==> config.mk <==
export PLATFORM = sky130hd
export DESIGN_NAME = periph_access_filter
export DESIGN_NICKNAME = d
export VERILOG_FILES = /design/src/rtl/afc_pkg.sv /design/src/rtl/afc_regs.sv /design/src/rtl/afc_decide.sv /design/src/rtl/periph_access_filter.sv
export SDC_FILE = /design/constraint.sdc
export NUM_CORES = 2
export LEC_CHECK = 0
export ABC_AREA = 1
export BUFFER_PORTS_ARGS = -buffer_cell sky130_fd_sc_hd__buf_4
export CORE_UTILIZATION = 39
export DETAILED_ROUTE_END_ITERATION = 6
export MAX_ROUTING_LAYER = met4
export PLACE_DENSITY = 0.64
export SETUP_SLACK_MARGIN = 0.1
export SKIP_CTS_REPAIR_TIMING = 1
export SYNTH_ARGS = -nofsm -noshare
export SYNTH_HDL_FRONTEND = slang
export SYNTH_SLANG_ARGS = --single-unit
==> constraint.sdc <==
create_clock -name clk -period 9.9 [get_ports clk]
set_clock_uncertainty 0.05 [all_clocks]
set_input_delay 0.99 -clock clk [delete_from_list [all_inputs] [get_ports clk]]
set_output_delay 0.99 -clock clk [all_outputs]
set_load 0.02 [all_outputs]
==> src/rtl/afc_pkg.sv <==
package afc_pkg;
    localparam int CID_W    = 3;
    localparam int WL_W     = 1 << CID_W;
    localparam int WORD_W   = 32;
    localparam int ADDR_W   = 12;
    localparam int SEC_BASE = 'h10;
    localparam int CFG_BASE = 'h100;
    localparam int CFG_STEP = 8;
    localparam int HW_ADDR  = 'hFEC;

    typedef struct packed {
        logic [WL_W-1:0]  allow;
        logic [CID_W-1:0] owner;
        logic             sem_on;
        logic             filt_on;
    } cid_cfg_t;

    function automatic logic [WORD_W-1:0] cfg_to_word(input cid_cfg_t c);
        logic [WORD_W-1:0] w;
        w        = '0;
        w[0]     = c.filt_on;
        w[1]     = c.sem_on;
        w[6:4]   = c.owner;
        w[23:16] = c.allow;
        return w;
    endfunction

    function automatic cid_cfg_t word_to_cfg(input logic [WORD_W-1:0] w);
        cid_cfg_t c;
        c.filt_on = w[0];
        c.sem_on  = w[1];
        c.owner   = w[6:4];
        c.allow   = w[23:16];
        return c;
    endfunction
endpackage

==> src/rtl/afc_regs.sv <==
module afc_regs
    import afc_pkg::*;
#(
    parameter int N      = 56,
    parameter int NSW    = (N + 31) / 32,
    parameter logic [WORD_W-1:0] HW_WORD = '0
) (
    input  logic                        clk,
    input  logic                        rst_n,
    input  logic                        we,
    input  logic [ADDR_W-1:0]           addr,
    input  logic [WORD_W-1:0]           wdata,
    output logic [NSW-1:0][WORD_W-1:0]  sec_o,
    output cid_cfg_t [N-1:0]            cfg_o,
    output logic [WORD_W-1:0]           rd_word
);
    typedef struct packed {
        logic [NSW-1:0][WORD_W-1:0] sec;
        cid_cfg_t [N-1:0]           cfg;
    } regs_t;

    regs_t regs_d, regs_q;
    logic [NSW-1:0][WORD_W-1:0] sec_mask;

    // bits belonging to indices beyond N never store a one
    for (genvar gw = 0; gw < NSW; gw++) begin : g_word
        for (genvar gb = 0; gb < WORD_W; gb++) begin : g_bit
            assign sec_mask[gw][gb] = ((gw * WORD_W + gb) < N) ? 1'b1 : 1'b0;
        end
    end

    always_comb begin
        regs_d = regs_q;
        if (we) begin
            for (int w = 0; w < NSW; w++) begin
                if (int'(addr) == SEC_BASE + 4 * w) begin
                    regs_d.sec[w] = wdata & sec_mask[w];
                end
            end
            for (int i = 0; i < N; i++) begin
                if (int'(addr) == CFG_BASE + CFG_STEP * i) begin
                    regs_d.cfg[i] = word_to_cfg(wdata);
                end
            end
        end
    end

    always_comb begin
        rd_word = '0;
        if (int'(addr) == HW_ADDR) begin
            rd_word = HW_WORD;
        end
        for (int w = 0; w < NSW; w++) begin
            if (int'(addr) == SEC_BASE + 4 * w) begin
                rd_word = regs_q.sec[w];
            end
        end
        for (int i = 0; i < N; i++) begin
            if (int'(addr) == CFG_BASE + CFG_STEP * i) begin
                rd_word = cfg_to_word(regs_q.cfg[i]);
            end
        end
    end

    always_ff @(posedge clk) begin
        if (!rst_n) begin
            regs_q <= '0;
        end else begin
            regs_q <= regs_d;
        end
    end

    assign sec_o = regs_q.sec;
    assign cfg_o = regs_q.cfg;
endmodule

==> src/rtl/afc_decide.sv <==
module afc_decide
    import afc_pkg::*;
#(
    parameter int N     = 56,
    parameter int NSW   = (N + 31) / 32,
    parameter int IDX_W = 8
) (
    input  logic [NSW-1:0][WORD_W-1:0] sec_i,
    input  cid_cfg_t [N-1:0]           cfg_i,
    input  logic [IDX_W-1:0]           idx,
    input  logic [CID_W-1:0]           cid,
    input  logic                       secure,
    output logic                       grant,
    output logic                       need_sem
);
    cid_cfg_t sel_cfg;
    logic     sel_sec;
    logic     in_range;
    logic     cid_ok;
    logic     sec_ok;

    always_comb begin
        in_range = int'(idx) < N;
        sel_cfg  = '0;
        sel_sec  = 1'b0;
        for (int i = 0; i < N; i++) begin
            if (int'(idx) == i) begin
                sel_cfg = cfg_i[i];
            end
        end
        for (int w = 0; w < NSW; w++) begin
            if (int'(idx >> 5) == w) begin
                sel_sec = sec_i[w][idx[4:0]];
            end
        end

        if (sel_cfg.filt_on && sel_cfg.sem_on) begin
            cid_ok = sel_cfg.allow[cid];
        end else if (!sel_cfg.filt_on || sel_cfg.owner == '0) begin
            cid_ok = 1'b1;
        end else begin
            cid_ok = (sel_cfg.owner == cid);
        end

        sec_ok   = !sel_sec || secure;
        grant    = in_range && cid_ok && sec_ok;
        need_sem = grant && sel_cfg.filt_on && sel_cfg.sem_on;
    end
endmodule

==> src/rtl/periph_access_filter.sv <==
module periph_access_filter
    import afc_pkg::*;
#(
    parameter int CNT_A = 40,
    parameter int CNT_B = 12,
    parameter int CNT_C = 4,
    parameter int IDX_W = 8
) (
    input  logic              clk,
    input  logic              rst_n,
    input  logic              reg_we,
    input  logic              reg_re,
    input  logic [11:0]       reg_addr,
    input  logic [31:0]       reg_wdata,
    output logic [31:0]       reg_rdata,
    input  logic              req_valid,
    input  logic [IDX_W-1:0]  req_idx,
    input  logic [2:0]        req_cid,
    input  logic              req_secure,
    output logic              rsp_valid,
    output logic              rsp_grant,
    output logic              rsp_need_sem
);
    localparam int N   = CNT_A + CNT_B + CNT_C;
    localparam int NSW = (N + 31) / 32;
    localparam logic [WORD_W-1:0] HW_WORD = {8'(CNT_C), 8'(CNT_B), 16'(CNT_A)};

    typedef struct packed {
        logic              rsp_valid;
        logic              grant;
        logic              need_sem;
        logic [WORD_W-1:0] rdata;
    } out_t;

    out_t out_d, out_q;

    logic [NSW-1:0][WORD_W-1:0] sec_w;
    cid_cfg_t [N-1:0]           cfg_w;
    logic [WORD_W-1:0]          rd_word;
    logic                       dec_grant;
    logic                       dec_sem;

    afc_regs #(.N(N), .NSW(NSW), .HW_WORD(HW_WORD)) u_regs (
        .clk     (clk),
        .rst_n   (rst_n),
        .we      (reg_we),
        .addr    (reg_addr),
        .wdata   (reg_wdata),
        .sec_o   (sec_w),
        .cfg_o   (cfg_w),
        .rd_word (rd_word)
    );

    afc_decide #(.N(N), .NSW(NSW), .IDX_W(IDX_W)) u_decide (
        .sec_i    (sec_w),
        .cfg_i    (cfg_w),
        .idx      (req_idx),
        .cid      (req_cid),
        .secure   (req_secure),
        .grant    (dec_grant),
        .need_sem (dec_sem)
    );

    always_comb begin
        out_d.rsp_valid = req_valid;
        out_d.grant     = req_valid && dec_grant;
        out_d.need_sem  = req_valid && dec_sem;
        out_d.rdata     = reg_re ? rd_word : out_q.rdata;
    end

    always_ff @(posedge clk) begin
        if (!rst_n) begin
            out_q <= '0;
        end else begin
            out_q <= out_d;
        end
    end

    assign rsp_valid    = out_q.rsp_valid;
    assign rsp_grant    = out_q.grant;
    assign rsp_need_sem = out_q.need_sem;
    assign reg_rdata    = out_q.rdata;
endmodule

# Yosys cells after proc, flatten, opt, wreduce, memory -nomap -nowiden
# Index checks and enable logic that the tools add are counted.
[totals]
ff_bits = 819
latchBits = 0
ram_bits = 0
romBits = 0
output_inout_bits = 35
n_memories = 0
[op_classes]
addsub = 0
multipliers = 0
n_div = 0
n_lt_le_gt_ge = 3
eq_ne = 116
shifts = 0
mux = 125
n_bitwise = 0
n_reduce_logical = 72
[op_table]
columns = ["op", "n"]
rows = [
  ["32-bit two-way mux", 58],
  ["13-bit two-way mux", 56],
  ["12-bit by 10-bit == test with 1-bit output, second input constant", 32],
  ["12-bit by 11-bit == test with 1-bit output, second input constant", 24],
  ["8-bit by 7-bit == test with 1-bit output, second input constant", 24],
  ["8-bit by 6-bit == test with 1-bit output, second input constant", 16],
  ["2-bit AND reduction", 58],
  ["8-bit by 5-bit == test with 1-bit output, second input constant", 8],
  ["12-bit by 6-bit == test with 1-bit output, second input constant", 3],
  ["8-bit by 4-bit == test with 1-bit output, second input constant", 4],
  ["32-bit zero test", 1],
  ["27-bit two-way mux", 1],
  ["8-bit by 3-bit == test with 1-bit output, second input constant", 2],
  ["1-bit binary-select mux with 5-bit select", 2],
  ["8-bit by 2-bit == test with 1-bit output, second input constant", 1],
  ["8-bit zero test", 1],
  ["8-bit by 6-bit less-than comparator with 1-bit output, second input constant", 1],
  ["1-bit logical AND", 7],
  ["1-bit two-way mux", 7],
  ["5-bit by 6-bit less-than comparator with 1-bit output, second input constant", 1],
  ["3-bit by 4-bit less-than comparator with 1-bit output, second input constant", 1],
  ["1-bit binary-select mux with 3-bit select", 1],
  ["3-bit by 2-bit == test with 1-bit output, second input constant", 1],
  ["3-bit == test", 1],
  ["3 further kinds", 5],
]

# Longest topological paths before layout
[logic_depth]
ltp_word = 66
ltp_mapped = 46

# By module
# A second synthesis with hierarchy kept.
[hier_totals]
cells_unflattened = 6467
hier_area_um2 = 42345.6
[by_module_without_submodules]
columns = ["mod", "n_inst", "cells_per_inst", "area_per_inst_um2", "seq_area_each_um2"]
rows = [
  ["afc_regs", 1, 4592, 33717.3, 15695.1],
  ["afc_decide", 1, 1663, 7198.2, 0.0],
  ["periph_access_filter", 1, 212, 1430.1, 700.7],
]

# Least setup slack after synthesis
# Ideal clock, no wire load.
[synth_path]
path_type = "input-to-reg"
startpoint = "input reg_addr[11]"
endpoint = "register out_q, in the netlist reg_rdata[16]"
setup_time_ns = 0.132
t_arrival_ns = 3.982
required_time_ns = 9.718
slack_ns = 5.736
path_stages = 44
path_cell_list = "nor2_1 nand3_2 nor3_2 nand3_1 nor2_2 inv_2 nor2_1 nor2_1 nand3_1 nand3_1 nand2_1 nand2_1 nand2_1 nand2_1 nand2_1 nand2_1 nand2_1 nand2_1 [8 not listed] nand2_1 nand2_1 nand2_1 nand2_1 nand2_1 nand3_1 nand2_1 nand4_1 nand2_1 nand4_1 nor3_1 nand4_1 nand2_1 nand4_1 nand2_1 nand4_1 nand2_1 a21oi_1"
[synth_via]
elab_chain_cells = 59
[synth_rtl]
columns = ["item", "line_no", "text"]
rows = [
  ["from (decl)", "periph_access_filter.sv:13", "input logic [11:0] reg_addr,"],
  ["12-bit by 6-bit == test with 1-bit output", "afc_regs.sv:54", "if (int'(addr) == SEC_BASE + 4 * w) begin"],
  ["32-bit two-way mux (2 in series)", "afc_regs.sv:54", ""],
  ["32-bit two-way mux (55 in series)", "afc_regs.sv:59", "if (int'(addr) == CFG_BASE + CFG_STEP * i) begin"],
  ["32-bit two-way mux *", "afc_regs.sv:59", ""],
  ["to (signal assigned)", "periph_access_filter.sv:75", "out_q <= out_d;"],
  ["to (decl)", "periph_access_filter.sv:35", "out_t out_d, out_q;"],
]
# Every way passes the cells marked *; elsewhere a longest branch is shown, timed or not.
# A chain may end at the register's enable or synchronous reset.

# Final worst setup path
# Ends and elaborated chain as after synthesis.

==> flow_metrics.py <==
metrics = {
    "timing": {
        "period_share_pct": 64.9,
        "hold_viol": 0,
        "worstMarginPinSlew_ns": 1.31,
        "finalSetupViolCount": 0,
        "rsz0062_at_grt": "no",
        "worst_slack_ns": 3.47,
        "slew_headroom_pct": 12.5,
        "tns_ns": 0,
        "period_needed_ns": 6.43,
        "slew_violations": 0,
        "fmax_ghz": 0.156,
    },
    "yosys": {
        "synthCells": 6424,
        "synth-warning-count": 0,
        "synth.yosys.seq_area_share_pct": 39.5,
        "syn_nets": 6485,
        "synth_edf_count": 0,
        "synth-async-reset-ratio_pct": 0,
        "synth_top_area_share_pct": 39.5,
        "ys_types": 41,
        "synth-seq-cells": 819,
        "synthTopCellsByArea": "dfxtp_1 (40%), nand2_1 (12%), a21oi_1 (11%), o21ai_0 (11%), inv_1 (7.0%)",
        "ys.flop_type": "dfxtp_1",
        "syn_area_mm2": 0.0415,
        "synth_area_leader_cell": "dfxtp_1",
        "synth.avg_cell_area_um2": 6.46,
    },
    "cts": {
        "cts_tree": "yes",
        "path_clk_slew_ns": 0.06,
        "clock_path_buffers": 3,
        "h-tree-depth": 3,
        "clock_latency_ns": 0.69,
        "cts_made_buffers": 91,
        "ctsRootBufferMaster": "clkbuf_16",
        "clock-sinks": 819,
    },
    "pwr": {
        "switching_share_pct": 24.9,
        "ir_drop_v": 0.000119,
        "internal-power_mw": 5.32,
        "power_switching_mw": 1.76,
        "pwr-share-comb_pct": 4.7,
        "power_frac_seq_pct": 46.6,
        "power_frac_clock_pct": 48.7,
        "powerDensity_mw_per_mm2": 153,
        "p_leak_nw": 16.4,
        "power_mw": 7.08,
    },
    "final_layout": {
        "fin_nets": 6381,
        "layout_commonest_cell": "nand2_1",
        "antenna_cells": 0,
        "final_cell_mix": "nand2_1 (1362), a21oi_1 (951), o21ai_0 (879), dfxtp_1 (819), inv_1 (775)",
        "syn2layout_area_growth_pct": 11.4,
        "final_cell_count_no_fill": 7782,
        "nFillCells": 10867,
        "finish.utilization_pct": 43.9,
        "drive_gt1_share_pct": 7.06,
    },
    "critical_path": {
        "critPathTopFamily": "simple AND/OR/NAND/NOR gates",
        "slowest_stage": "nand3_1",
        "cp-start-kind": "input pin",
        "crit_type": "in2reg",
        "timing.critical_path.mode_cell": "nand2_1",
        "crit_fanout": 14,
        "critPathArrivalTime_ns": 6.89,
        "required_ns": 10.37,
        "critPathCaptureType": "flop",
        "crit_buf_inv": 2,
        "critical-path-max-stage-delay_ns": 0.59,
        "rrSetupSlack_ns": 5.14,
    },
    "die": {
        "fp.dieW_um": 328,
        "die_y_um": 328,
        "core_area_mm2": 0.105,
        "ios": 96,
        "initial_core_util_pct": 39.4,
        "rows": 119,
        "dieArea_mm2": 0.108,
    },
    "placed_design": {
        "place_congestion": 0.948,
        "dp_hpwl_mm": 110,
        "port_buffers": 95,
        "pre_cts_ws_ns": 3.07,
        "dp_cells": 7618,
    },
    "route": {
        "routed_wl_mm": 162,
        "drc": 9,
        "post_drt_wl_per_cell_um": 20.9,
        "drt-initial-drc-count": 5503,
        "drt-pass1-iter-count": 7,
        "viasPerCell": 5.62,
        "postRouteAntennaNets": 0,
        "vias": 43706,
    },
    "global_routing": {
        "grt_pass1_vias": 38630,
        "grt_pass1_wl_mm": 241,
        "grt-ovfl-total": 0,
        "grt_max_degree": 253,
        "antenna_found_initial": 2,
        "groute.usage.overall_pct": 29.8,
    },
    "job": {
        "cap_viol_max_count": 0,
    },
    "run_status": {
        "violations": "design-rule violations",
        "outcome": "finished with violations",
    },
    "min_path": {
        "hold_class": "reg2reg",
    },
}
-- per-layer routing --
layer | share of wire [%] | track usage [%] | wire (µm)
met1 | 44 | 41.9 | 71400
met2 | 43 | 43.9 | 69600
met3 | 9.8 | 4.23 | 15900
met4 | 3.5 | 9.33 | 5640
met5 | 0 | - | 0
-- through the flow --
stage | hold WS, ns | cell area (µm²)
after floorplan | 0.384 | 41500
after global placement | 0.393 | 43300
after detailed placement | 0.400 | 43300
after CTS | 0.410 | 46200
after global routing | 0.421 | 46200
final | 0.409 | 46200
-- synthesized netlist by cell type (all sizes together), types with 12 or more instances --
master	instances
a211oi	51
a21oi	951
a221oi	34
buf	18
clkbuf	374
clkinv	27
dfxtp	819
inv	796
nand2	1371
nand3	157
nand4	224
nor2	528
nor3	60
o211ai	14
o21ai	887
o221ai	12
o22ai	27
or2	51
-- worst register-to-register path, delay by kind of cell (launching register included) --
kind | cells | cell delay (ns)
AND/OR/NAND/NOR | 33 | 4.10
flip-flops | 1 | 0.33
AO/OA/AOI/OAI | 1 | 0.17
-- area by class of cell --
class                      count  area (µm²)  share of cell area [%]
multi-input combinational   4390       20600                    44.4
sequential                   819       16400                    35.5
inverter                     823        3090                    6.68
clock buffer                 133        2630                    5.68
tap                         1391        1740                    3.76
timing repair buffer         195        1500                    3.24
clock inverter                31         345                   0.747
-- state kept, by name, summed over array words and instances (netlist names) --
signal / flops
rsp_grant: 1
reg_rdata: 32
u_regs.cfg_o: 728
u_regs.sec_o: 56
rsp_need_sem: 1
rsp_valid: 1
-- cells by family after synthesis --
family                 Yosys count  share of synthesized area, %
buffers and inverters         1215                          11.1
DFF                            819                          39.5
AOI/OAI and AO/OA             1986                          24.9
and+or+nand+nor               2404                          24.5
-- final timing paths --
check                           startpoint  depth (start not counted)                             to
max reg2reg  u_regs.cfg_o[23]$_SDFFE_PN0P_                         34           rsp_grant$_SDFF_PN0_
min          u_regs.cfg_o[58]$_SDFFE_PN0P_                          2  u_regs.cfg_o[58]$_SDFFE_PN0P_
min reg2reg  u_regs.cfg_o[58]$_SDFFE_PN0P_                          2  u_regs.cfg_o[58]$_SDFFE_PN0P_
max                           reg_addr[11]                         45     reg_rdata[16]$_SDFFE_PN0P_
-- power by group through the flow --
stage	clock network, mW	logic [mW]	registers [mW]
after floorplan	0	0.163	3.37
after global placement	0	0.318	3.37
after detailed placement	0	0.321	3.37
after CTS	3.47	0.321	3.30
after global routing	3.59	0.346	3.30
final	3.45	0.334	3.30
Note: power is estimated with default switching activity, not from simulation.
